### config.mk
export PLATFORM = sky130hd
export DESIGN_NAME = rden_stream_bridge
export DESIGN_NICKNAME = d
export VERILOG_FILES = /design/src/rtl/rdb_pkg.sv /design/src/rtl/rdb_capture.sv /design/src/rtl/rdb_skid_buf.sv /design/src/rtl/rdb_frame_chk.sv /design/src/rtl/rdb_req_ctl.sv /design/src/rtl/rden_stream_bridge.sv
export SDC_FILE = /design/constraint.sdc
export NUM_CORES = 1
export LEC_CHECK = 0
export BUFFER_PORTS_ARGS = -buffer_cell sky130_fd_sc_hd__buf_2
export CAP_MARGIN = 10
export CORE_ASPECT_RATIO = 1.1
export CORE_MARGIN = 10
export CORE_UTILIZATION = 40
export DETAILED_ROUTE_END_ITERATION = 16
export GPL_ROUTABILITY_DRIVEN = 0
export HOLD_SLACK_MARGIN = 0.15
export SETUP_SLACK_MARGIN = 0.15
export SLEW_MARGIN = 10
export SYNTH_ARGS = -nofsm -noshare
export SYNTH_HDL_FRONTEND = slang
export SYNTH_SLANG_ARGS = --single-unit
### constraint.sdc
create_clock -name clk -period 1.98 [get_ports clk]
set_input_delay 0.297 -clock clk [delete_from_list [all_inputs] [get_ports clk]]
set_output_delay 0.297 -clock clk [all_outputs]
set_load 0.05 [all_outputs]
### src/rtl/rdb_pkg.sv
package rdb_pkg;

  // number of flag bits carried beside the symbol: erasure, start, end
  localparam int FLAG_W = 3;

  // codeword framing state on the accepted input stream
  typedef enum logic {
    CW_OUTSIDE = 1'b0,
    CW_INSIDE  = 1'b1
  } cw_state_e;

endpackage

### src/rtl/rdb_capture.sv
module rdb_capture #(
  parameter int BEAT_W = 11
) (
  input  logic              clk,
  input  logic              rst_n,
  input  logic              rd_en,
  input  logic              in_valid,
  input  logic [BEAT_W-1:0] in_beat,
  output logic              push,
  output logic [BEAT_W-1:0] push_beat
);

  logic req_q;
  logic req_d;

  // next state: remember whether a request was issued this cycle
  always_comb begin
    req_d = rd_en;
  end

  always_ff @(posedge clk or negedge rst_n) begin
    if (!rst_n) begin
      req_q <= 1'b0;
    end else begin
      req_q <= req_d;
    end
  end

  // a beat is new only if the producer was asked for it one cycle ago
  always_comb begin
    push      = in_valid & req_q;
    push_beat = in_beat;
  end

endmodule

### src/rtl/rdb_skid_buf.sv
module rdb_skid_buf #(
  parameter int BEAT_W = 11,
  parameter int DEPTH  = 2
) (
  input  logic                         clk,
  input  logic                         rst_n,
  input  logic                         push,
  input  logic [BEAT_W-1:0]            push_beat,
  input  logic                         pop,
  output logic                         out_valid,
  output logic [BEAT_W-1:0]            out_beat,
  output logic [$clog2(DEPTH+1)-1:0]   free_cnt
);

  localparam int CNT_W = $clog2(DEPTH + 1);
  localparam int PTR_W = (DEPTH > 1) ? $clog2(DEPTH) : 1;

  logic [CNT_W-1:0] cnt_q, cnt_d;
  logic [PTR_W-1:0] wr_q, wr_d;
  logic [PTR_W-1:0] rd_q, rd_d;
  logic [BEAT_W-1:0] ent_q [DEPTH];
  logic [DEPTH-1:0]  ent_we;

  function automatic logic [PTR_W-1:0] ptr_inc(input logic [PTR_W-1:0] p);
    if (p == PTR_W'(DEPTH - 1)) begin
      return '0;
    end
    return p + 1'b1;
  endfunction

  // next-state for occupancy and pointers
  always_comb begin
    cnt_d = cnt_q;
    wr_d  = wr_q;
    rd_d  = rd_q;
    if (push) begin
      wr_d = ptr_inc(wr_q);
    end
    if (pop) begin
      rd_d = ptr_inc(rd_q);
    end
    case ({push, pop})
      2'b10:   cnt_d = cnt_q + 1'b1;
      2'b01:   cnt_d = cnt_q - 1'b1;
      default: cnt_d = cnt_q;
    endcase
  end

  always_ff @(posedge clk or negedge rst_n) begin
    if (!rst_n) begin
      cnt_q <= '0;
      wr_q  <= '0;
      rd_q  <= '0;
    end else begin
      cnt_q <= cnt_d;
      wr_q  <= wr_d;
      rd_q  <= rd_d;
    end
  end

  // storage entries, each with its own write enable
  for (genvar gi = 0; gi < DEPTH; gi++) begin : g_ent
    assign ent_we[gi] = push && (wr_q == PTR_W'(gi));
    always_ff @(posedge clk) begin
      if (ent_we[gi]) begin
        ent_q[gi] <= push_beat;
      end
    end
  end

  always_comb begin
    out_valid = (cnt_q != '0);
    out_beat  = ent_q[rd_q];
    free_cnt  = CNT_W'(DEPTH) - cnt_q;
  end


  no_overflow_chk: assert property (@(posedge clk) disable iff (!rst_n)
    (push && !pop) |-> (cnt_q < CNT_W'(DEPTH)));


  no_underflow_chk: assert property (@(posedge clk) disable iff (!rst_n)
    pop |-> (cnt_q != '0));

endmodule

### src/rtl/rdb_frame_chk.sv
module rdb_frame_chk (
  input  logic clk,
  input  logic rst_n,
  input  logic push,
  input  logic beat_sop,
  input  logic beat_eop,
  output logic frm_err
);

  import rdb_pkg::*;

  cw_state_e cw_q, cw_d;
  logic      err_q, err_d;
  logic      open_now;

  // next-state: track the open codeword, latch any violation
  always_comb begin
    cw_d     = cw_q;
    err_d    = err_q;
    open_now = (cw_q == CW_INSIDE);
    if (push) begin
      if (beat_sop && open_now) begin
        err_d = 1'b1;
      end
      if (!beat_sop && !open_now) begin
        err_d = 1'b1;
      end
      if (beat_eop) begin
        cw_d = CW_OUTSIDE;
      end else if (beat_sop || open_now) begin
        cw_d = CW_INSIDE;
      end
    end
  end

  always_ff @(posedge clk or negedge rst_n) begin
    if (!rst_n) begin
      cw_q  <= CW_OUTSIDE;
      err_q <= 1'b0;
    end else begin
      cw_q  <= cw_d;
      err_q <= err_d;
    end
  end

  assign frm_err = err_q;


  err_sticky_chk: assert property (@(posedge clk) disable iff (!rst_n)
    frm_err |=> frm_err);


  err_cause_chk: assert property (@(posedge clk) disable iff (!rst_n)
    $rose(frm_err) |-> $past(push));

endmodule

### src/rtl/rdb_req_ctl.sv
module rdb_req_ctl #(
  parameter int DEPTH = 2
) (
  input  logic                       clk,
  input  logic                       rst_n,
  input  logic [$clog2(DEPTH+1)-1:0] free_cnt,
  input  logic                       pop,
  output logic                       rd_en
);

  localparam int CNT_W = $clog2(DEPTH + 1);

  logic run_q, run_d;

  // the request path stays off for the first cycle after reset
  always_comb begin
    run_d = 1'b1;
  end

  always_ff @(posedge clk or negedge rst_n) begin
    if (!rst_n) begin
      run_q <= 1'b0;
    end else begin
      run_q <= run_d;
    end
  end

  // one request may be in flight: keep room for it after this cycle
  always_comb begin
    rd_en = run_q &&
            ((free_cnt >= CNT_W'(2)) || ((free_cnt == CNT_W'(1)) && pop));
  end


  no_req_when_full_chk: assert property (@(posedge clk) disable iff (!rst_n)
    (free_cnt == '0) |-> !rd_en);

endmodule

### src/rtl/rden_stream_bridge.sv
module rden_stream_bridge #(
  parameter int SYM_W     = 8,
  parameter int DEPTH     = 2,
  parameter int HAS_ERASE = 1
) (
  input  logic             clk,
  input  logic             rst_n,
  output logic             rd_en,
  input  logic             in_valid,
  input  logic [SYM_W-1:0] in_sym,
  input  logic             in_sop,
  input  logic             in_eop,
  input  logic             in_erase,
  output logic             out_valid,
  input  logic             out_ready,
  output logic [SYM_W-1:0] out_sym,
  output logic             out_sop,
  output logic             out_eop,
  output logic             out_erase,
  output logic             frm_err
);

  localparam int BEAT_W = SYM_W + rdb_pkg::FLAG_W;
  localparam int CNT_W  = $clog2(DEPTH + 1);
  localparam int EOP_B  = SYM_W;
  localparam int SOP_B  = SYM_W + 1;
  localparam int ERA_B  = SYM_W + 2;

  logic              erase_in;
  logic [BEAT_W-1:0] in_beat;
  logic              push;
  logic [BEAT_W-1:0] push_beat;
  logic              pop;
  logic [BEAT_W-1:0] head_beat;
  logic [CNT_W-1:0]  free_cnt;

  if (HAS_ERASE != 0) begin : g_erase
    assign erase_in = in_erase;
  end else begin : g_no_erase
    assign erase_in = 1'b0;
  end

  assign in_beat = {erase_in, in_sop, in_eop, in_sym};

  rdb_capture #(.BEAT_W(BEAT_W)) u_capture (
    .clk       (clk),
    .rst_n     (rst_n),
    .rd_en     (rd_en),
    .in_valid  (in_valid),
    .in_beat   (in_beat),
    .push      (push),
    .push_beat (push_beat)
  );

  rdb_skid_buf #(.BEAT_W(BEAT_W), .DEPTH(DEPTH)) u_buf (
    .clk       (clk),
    .rst_n     (rst_n),
    .push      (push),
    .push_beat (push_beat),
    .pop       (pop),
    .out_valid (out_valid),
    .out_beat  (head_beat),
    .free_cnt  (free_cnt)
  );

  assign pop = out_valid & out_ready;

  rdb_frame_chk u_frame (
    .clk      (clk),
    .rst_n    (rst_n),
    .push     (push),
    .beat_sop (push_beat[SOP_B]),
    .beat_eop (push_beat[EOP_B]),
    .frm_err  (frm_err)
  );

  rdb_req_ctl #(.DEPTH(DEPTH)) u_req (
    .clk      (clk),
    .rst_n    (rst_n),
    .free_cnt (free_cnt),
    .pop      (pop),
    .rd_en    (rd_en)
  );

  assign out_sym   = head_beat[SYM_W-1:0];
  assign out_eop   = head_beat[EOP_B];
  assign out_sop   = head_beat[SOP_B];
  assign out_erase = head_beat[ERA_B];


  stable_out_chk: assert property (@(posedge clk) disable iff (!rst_n)
    (out_valid && !out_ready) |=> (out_valid && $stable(out_sym) &&
      $stable(out_sop) && $stable(out_eop) && $stable(out_erase)));

endmodule

# After elaboration in Yosys (flattened, before gate mapping)
# Memory sizes are Yosys's and may differ from the RTL's.
# Cells that the tools add are included.
# word_totals
register_bits,8
n_memories,1
ram_bits,22
output_inout_bits,14
inputBits,15
elab_cells,57
# mem_list
name,depth,width,read_ports,rd_clocked_by_memory_dff,write_ports,line_no,rtl
u_buf.ent_q,2,11,1,0,1,rdb_skid_buf.sv:21,logic [BEAT_W-1:0] ent_q [DEPTH];
# classes
n_lt_le_gt_ge,1
add_sub_neg,5
muxes,20
eq_ne,3
reduce_logical,17
bitwise_logic,3
# ops
operator,n
$mux W1,18
$mux W11,1
$reduce_or A11 Y1,1
$reduce_bool A2 Y1,4
$logic_and A1 B1 Y1,6
$eq A2 B1 Y1 const B,2
$pmux W2 S2,1
$reduce_and A2 Y1,2
$add A1 B1 Y1 const B,2
$add A2 B1 Y2 const B,1
$and A1 B1 Y1,2
$eq A2 B2 Y1 const B,1
$ge A2 B2 Y1 const B,1
$logic_not A1 Y1,2
$logic_or A1 B1 Y1,2
$sub A2 B1 Y2 const B,1
$sub A2 B2 Y2 const A,1
$not A1 Y1,1

# Depth between registers and ports, before layout
# Gate-level depths: netlist (run 1).
# logic_depth
depth_word,6
ltp_mapped,7

# Hierarchy
# A second synthesis (run 1) with hierarchy kept.
# unflattened
hier_cells,81
hier_area_um2,1260.0
# by_module_without_submodules
module,cells_each,area_per_inst_um2,instances
rdb_skid_buf,54,1004.7,1
rdb_capture,13,113.9,1
rdb_frame_chk,9,95.1,1
rdb_req_ctl,4,40.0,1
rden_stream_bridge,1,6.3,1

# Least setup slack after synthesis (run 1)
# No wires, ideal clock.
# synth_path
path_kind,reg-to-output
from,reg u_buf.cnt_q[0]
to,out rd_en
setup_slack_ns,-0.415
n_path_buf,0
required_time_ns,1.683
t_arrival_ns,2.098
stages_incl_launch_ff,6
path_cell_list,dfrtp_1 -> inv_1 -> ha_1 -> and2b_1 -> nand2_1 -> a21boi_0
# synth_between
elab_chain_len,5
elab_cells_between_ends,8
cone_classes,add/sub: 1; order compare: 1; eq/ne: 1; bitwise: 1; reduce/logical: 4
# synth_lines
item,line_no,rtl
from (decl),rdb_skid_buf.sv:18,"logic [CNT_W-1:0] cnt_q, cnt_d;"
from (signal assigned),rdb_skid_buf.sv:55,cnt_q <= cnt_d;
$reduce_bool A2 Y1,rdb_skid_buf.sv:72,out_valid = (cnt_q != '0);
$and A1 B1 Y1,rden_stream_bridge.sv:66,assign pop = out_valid & out_ready;
via pop,rden_stream_bridge.sv:33,logic pop;
$logic_and A1 B1 Y1,rdb_req_ctl.sv:31,((free_cnt >= CNT_W'(2)) || ((free_cnt == CNT_W'(1)) && pop));
$logic_or A1 B1 Y1,rdb_req_ctl.sv:31,
$logic_and A1 B1 Y1,rdb_req_ctl.sv:30,rd_en = run_q &&
to (decl),rden_stream_bridge.sv:8,"output logic rd_en,"
# The timed path passes the listed nets, and every way through them passes these cells.

# Worst setup path after layout (run 1)
# Ends and elaborated chain as after synthesis.

==> results of run 1 <==
## flip-flops by register name (all words and copies together) (netlist names)
register,count
u_req.run_q,1
u_frame.frm_err,1
u_buf.cnt_q,2
u_buf.ent_q,22
u_buf.wr_q,1
u_capture.req_q,1
u_frame.cw_q,1
u_buf.rd_q,1
## power by group through the flow
stage | Sequential (mW) | Combinational, mW | Clock [mW]
floorplan | 0.896 | 0.746 | 0
global placement | 0.920 | 0.890 | 0
detailed placement | 0.923 | 0.898 | 0
CTS | 0.904 | 0.947 | 0.348
global route | 0.919 | 1.12 | 0.380
finish | 0.902 | 1.04 | 0.328
## layout by cell type (no fill, tap or decap), drive strengths merged, types with 2 or more instances in the layout
cell and count:
dfrtp 8, inv 5, clkbuf 7, nand2 2, xnor2 4, buf 34
ha 4, dlygate4sd3 11, edfxtp 22, mux2 11, nor2 2
## worst max-delay path, stage by stage (launching register included)
cell,delay (ns)
dfrtp_1,0.38
inv_2,0.05
ha_4,0.15
and2b_2,0.24
nand2_2,0.05
a21boi_2,0.15
buf_6,0.18
## layout make-up
class | instances | share of cell area [%]
multi-input cells | 31 | 19.29
well taps | 33 | 2.619
clock inverters | 1 | 0.2381
clock buffers | 7 | 2.857
inverters | 5 | 1.190
flip-flops and latches | 30 | 54.68
repair buffers | 45 | 19.13
## kinds of logic (layout without fill, tap and decap cells)
group,count (synthesis),after routing,share of synthesized area [%]
DFF,30,30,73.27
muxes,11,11,10.54
and+or+nand+nor,7,7,3.302
buffers and inverters,6,58,2.556
xor gates and xnor gates,5,5,3.727
adders and majority gates,4,4,4.260
AOI/OAI and AO/OA,3,3,2.024
other,1,1,0.3192
## final timing paths
check,end,slack [ns],cells after the start
setup / recovery,rd_en,0.15,6
hold / removal,u_buf.ent_q[0][8],0.18,1
setup reg to reg,u_buf.cnt_q[1],0.37,7
hold reg to reg,u_frame.frm_err,0.49,1
max in group asynchronous,u_buf.rd_q,1.46,2
min in group asynchronous,u_buf.wr_q,0.34,2
## repair_timing
action,in CTS,in global routing
setup buffers,1,4
resized for setup,2,7
endpoints found under the hold margin,21,5
endpoints found under the setup margin,12,6
pin swaps,0,3
hold buffers,8,3
## through the flow
step	power [mW]	setup slack, ns	instance area, µm²	instances
2_1_floorplan	1.642	0.2595	1179	67
3_3_place_gp	1.810	0.3094	1356	128
3_5_place_dp	1.821	0.2663	1356	128
4_1_cts	2.200	0.05618	1496	145
5_1_grt	2.420	0.06619	1577	152
6_report	2.274	0.1541	1577	152
## layer usage
metal | vias to the layer above | global-route usage (%) | part of all wire [%]
met4 | 0 | 5.233 | 2.1
li1 | 339 | - | -
met2 | 21 | 13.07 | 47
met1 | 343 | 7.580 | 41
met3 | 7 | 6.178 | 9.3
met5 | - | 0 | 0
==> flow_summary.json, run 1 <==
{
  "status": "complete, no violations",
  "ys_seq_elements": 30,
  "ant_nets": 0,
  "rr_startpoint": "u_buf.cnt_q[1]",
  "final-seq-area_um2": 862.1,
  "synth-seq-area-share_pct": 73.27,
  "ir_drop_mv": 0.7981,
  "route.detailed.drc": 0,
  "final.min_clock_period_ns": 1.826,
  "port_buffers": 28,
  "first_global_vias": 776,
  "fin_hold_ws_ns": 0.1850,
  "clkPwrFrac_pct": 14.4,
  "worst_ep_required_time_ns": 1.68,
  "drv_cap": 0,
  "core_area_um2": 2803,
  "synth_top_area_share_pct": 56.23,
  "fp.dieArea_um2": 5508,
  "clockBufferDepth": 2,
  "grt-ovfl-total": 0,
  "drt_wl_total_um": 2236,
  "hold_class": "input pin to register",
  "avgViaCountPerCell": 4.671,
  "synth_warnings": 0,
  "antenna_found_initial": 0,
  "arrival_ns": 1.53,
  "ys_types": 18,
  "n_fill_cell": 245,
  "critical_path.max_fanout": 3,
  "cts_tree": "built",
  "top_level_ports": 29,
  "power_density_nw_per_um2": 1443,
  "die_y_um": 76.84,
  "place_hpwl_um": 1500,
  "synth_most_common_cell": "edfxtp_1",
  "cts-root-buf": "clkbuf_4",
  "clock.fmax_ghz": 0.5477,
  "track_usage_pct": 8.407,
  "synthTopCellsByArea": "edfxtp_1 (56%), dfrtp_1 (17%), mux2_2 (11%), ha_1 (4.3%), xnor2_1 (3.0%)",
  "multiInputGateArea_um2": 304.0,
  "end_kind": "output pin",
  "syn_inst": 67,
  "setup_viol": 0,
  "fp.dieW_um": 71.68,
  "synth_top_cells_by_count": "edfxtp_1 (22), mux2_2 (11), dfrtp_1 (8)",
  "synth_nets": 86,
  "seqPwrFrac_pct": 39.7,
  "internal_power_mw": 1.346,
  "start_util_pct": 41.92,
  "ys_async_sr_fraction_pct": 26.67,
  "p_leak_nw": 0.6419,
  "grt_pass1_wl_um": 3512,
  "vias": 710,
  "switching_share_pct": 40.81,
  "finalCritPeriodShare_pct": 92.22,
  "row_count": 20,
  "startpoint": "u_buf.cnt_q[0]",
  "netSwitchingPower_uw": 928.1,
  "fin_nets": 137,
  "synth_edf_count": 22,
  "cts_sinks": 30,
  "tns_ns": 0,
  "crit_type": "register to output pin",
  "grt_start_max_net_pins": 13,
  "maxSlewViolCount": 0,
  "yosys.area.top_type": "edfxtp_1",
  "cts_inserted_buffers": 5,
  "htreeDepth": 2,
  "wire_per_inst_um": 14.71,
  "detail_route.first_pass.iterations": 2,
  "avgSynthCellArea_um2": 17.54,
  "clk_pin_slew_ns": 0.09,
  "drtIter0Drc": 18,
  "drive_above_1_share_pct": 49.58,
  "report.final.hold_viol_count": 0,
  "insertion_delay_ns": 0.32,
  "fin_util_pct": 56.25,
  "area_growth_syn_to_layout_pct": 34.19,
  "rsz0062_at_grt": "yes",
  "yosys_most_used_dff": "edfxtp_1",
  "skew_ns": 0.007078,
  "netlist_area_um2": 1175,
  "setup.worst_path.start_class": "register",
  "power_frac_comb_pct": 45.9,
  "holdCritStartpoint": "in_eop",
  "insertedDiodeCount": 0
}
Power figures use the tool's default switching activity.
==> run 2, diff against run 1 <==
--- a/config.mk
+++ b/config.mk
@@ -17,4 +17,5 @@
 export SLEW_MARGIN = 10
 export SYNTH_ARGS = -nofsm -noshare
 export SYNTH_HDL_FRONTEND = slang
+export SYNTH_HIERARCHICAL = 1
 export SYNTH_SLANG_ARGS = --single-unit
==> flow_summary.json, run 2 <==
{
  "tns_ns": 0,
  "row_count": 21,
  "crit_type": "register to output pin",
  "critical_path.max_fanout": 3,
  "synth_edf_count": 22,
  "first_global_vias": 704,
  "mostFrequentLayoutCell": "buf_2",
  "synth_nets": 99,
  "antenna_found_initial": 0,
  "synth_most_common_cell": "edfxtp_1",
  "syn_inst": 81,
  "maxSlewViolCount": 0,
  "arrival_ns": 1.54,
  "skew_ns": 0.009846,
  "drive_above_1_share_pct": 46.96,
  "synth_warnings": 6,
  "detail_route.first_pass.iterations": 2,
  "insertion_delay_ns": 0.31,
  "clkPwrFrac_pct": 14.3,
  "min_to": "u_buf/ent_q[1][10]",
  "vias": 673,
  "switching_share_pct": 41.02,
  "route.detailed.drc": 0,
  "setup_viol": 0,
  "ys_async_sr_fraction_pct": 26.67,
  "grt_pass1_wl_um": 3249,
  "grt-ovfl-total": 0,
  "rr_startpoint": "u_buf/cnt_q[1]",
  "drt_wl_total_um": 2076,
  "cts_sinks": 30,
  "largestRegisters": "u_buf/ent_q (22), u_buf/cnt_q (2)",
  "setup.worst_path.start_class": "register",
  "seqPwrFrac_pct": 39.8,
  "synth_top_area_share_pct": 52.43,
  "multiInputGateArea_um2": 291.5,
  "clockBufferDepth": 2,
  "ir_drop_mv": 0.8135,
  "final.min_clock_period_ns": 1.836,
  "hold_class": "input pin to register",
  "worstHoldPathCells": 1,
  "status": "complete, no violations",
  "largest_register_ffs": 22,
  "power_density_nw_per_um2": 1468,
  "synthTopCellsByArea": "edfxtp_1 (52%), dfrtp_1 (16%), mux2_2 (9.8%), buf_4 (7.1%), ha_1 (3.0%)",
  "avgViaCountPerCell": 4.517,
  "ys_seq_elements": 30,
  "r2r_slack_ns": 0.45,
  "slew_headroom_pct": 63.70,
  "report.final.hold_viol_count": 0,
  "tightest_slew_ns": 0.5444,
  "yosys_most_used_dff": "edfxtp_1",
  "fin_hold_ws_ns": 0.1733,
  "core_area_um2": 3048,
  "start_util_pct": 41.34,
  "use_met1_pct": 7.432,
  "grt.busiest_layer": "met2",
  "internal_power_mw": 1.326,
  "final-seq-area_um2": 862.1,
  "insertedDiodeCount": 0,
  "layout_common_cells": "buf_2 (27), edfxtp_1 (22), mux2_2 (11)",
  "drv_cap": 0,
  "end_kind": "output pin",
  "finalCritPeriodShare_pct": 92.73,
  "rr_endpoint": "u_buf/cnt_q[1]",
  "cts-root-buf": "clkbuf_4",
  "htreeDepth": 2,
  "avgSynthCellArea_um2": 15.56,
  "holdCritStartpoint": "in_erase",
  "track_usage_pct": 7.566,
  "use_met3_pct": 3.856,
  "top_level_ports": 29,
  "grtUsageMet2_pct": 11.60,
  "rsz0062_at_grt": "yes",
  "fp.dieArea_um2": 5797,
  "port_buffers": 28,
  "regMostFlops": "u_buf/ent_q",
  "netSwitchingPower_uw": 922.1,
  "r2r.worst_path.cells": 7,
  "die_y_um": 78.87,
  "yosys.area.top_type": "edfxtp_1",
  "fin_nets": 132,
  "cts_inserted_buffers": 5,
  "power_frac_comb_pct": 45.9,
  "grt_start_max_net_pins": 13,
  "ant_nets": 0,
  "clk_pin_slew_ns": 0.08,
  "synth_top_cells_by_count": "edfxtp_1 (22), buf_4 (12), mux2_2 (11)",
  "synth-seq-area-share_pct": 68.32,
  "netlist_area_um2": 1260,
  "worst_ep_required_time_ns": 1.68,
  "cts_tree": "built",
  "clock.fmax_ghz": 0.5447,
  "area_growth_syn_to_layout_pct": 21.55,
  "wire_per_inst_um": 13.93,
  "p_leak_nw": 0.6267,
  "place_hpwl_um": 1444,
  "ys_types": 17,
  "drtIter0Drc": 19,
  "n_fill_cell": 279,
  "fp.dieW_um": 73.51
}
run 2: layout make-up:
type	count	share of cell area (%)
clock buffer	7	2.941
multi-input combinational	30	19.04
clock inverter	1	0.2451
timing repair buffer	39	16.50
tap	34	2.778
inverter	8	2.206
sequential	30	56.29
run 2: kinds of logic (layout without fill, tap and decap cells):
kind of cell | count (synthesis) | in the layout | synth area share [%]
compound gates | 3 | 3 | 1.589
xor+xnor | 5 | 5 | 3.476
fa+ha+maj | 3 | 3 | 2.979
buf+inv | 21 | 55 | 10.43
flops | 30 | 30 | 68.32
mux | 11 | 11 | 9.831
other cells | 1 | 1 | 0.2976
simple gates | 7 | 7 | 3.079
run 2: through the flow:
step / power, mW / utilization, % / worst slack (ns) / instance area (µm²) / cells
2_1_floorplan: 1.691 / - / 0.1544 / 1271 / 81
3_3_place_gp: 1.820 / 44.62 / 0.2472 / 1360 / 131
3_5_place_dp: 1.839 / 44.62 / 0.1970 / 1360 / 131
4_1_cts: 2.237 / 49.55 / 0.02796 / 1510 / 148
5_1_grt: 2.395 / 50.25 / 0.04855 / 1531 / 149
6_report: 2.248 / 50.25 / 0.1440 / 1531 / 149
run 2: worst max-delay path, stage by stage (launching register included):
cell,delay (ns)
dfrtp_1,0.38
inv_2,0.06
ha_2,0.19
clkinvlp_4,0.08
and2_4,0.15
a21oi_4,0.16
nor2b_4,0.06
buf_8,0.14
run 2: worst max-delay path by stage:
stage                               from     to  slack, ns  cells past startpoint
after floorplan           u_buf/cnt_q[0]  rd_en       0.15                      6
after global placement    u_buf/cnt_q[0]  rd_en       0.25                      7
after detailed placement  u_buf/cnt_q[0]  rd_en       0.20                      7
after CTS                 u_buf/cnt_q[1]  rd_en       0.03                      7
after global routing      u_buf/cnt_q[0]  rd_en       0.05                      7
final                     u_buf/cnt_q[1]  rd_en       0.14                      7
run 2: power groups by stage:
stage / clock, mW / sequential, mW / combinational [mW]
floorplan: 0 / 0.881 / 0.810
global placement: 0 / 0.913 / 0.907
detailed placement: 0 / 0.921 / 0.918
CTS: 0.344 / 0.899 / 0.994
global route: 0.372 / 0.915 / 1.11
finish: 0.320 / 0.895 / 1.03
run 2: timing repair:
| item | in CTS | in global routing |
|---|---|---|
| cloned | 0 | 0 |
| hold endpoints to repair | 22 | 0 |
| resized for setup | 5 | 4 |
| pin swaps | 1 | 3 |
| setup endpoints to repair | 12 | 2 |
| buffers inserted | 1 | 1 |
| hold buffers | 8 | 0 |
run 2: layer usage:
metal	wire length [µm]	share of wire (%)	vias up
met4	10	0.48	0
met2	1078	52	19
met3	172	8.3	2
li1	-	-	331
met5	0	0	-
met1	815	39	321
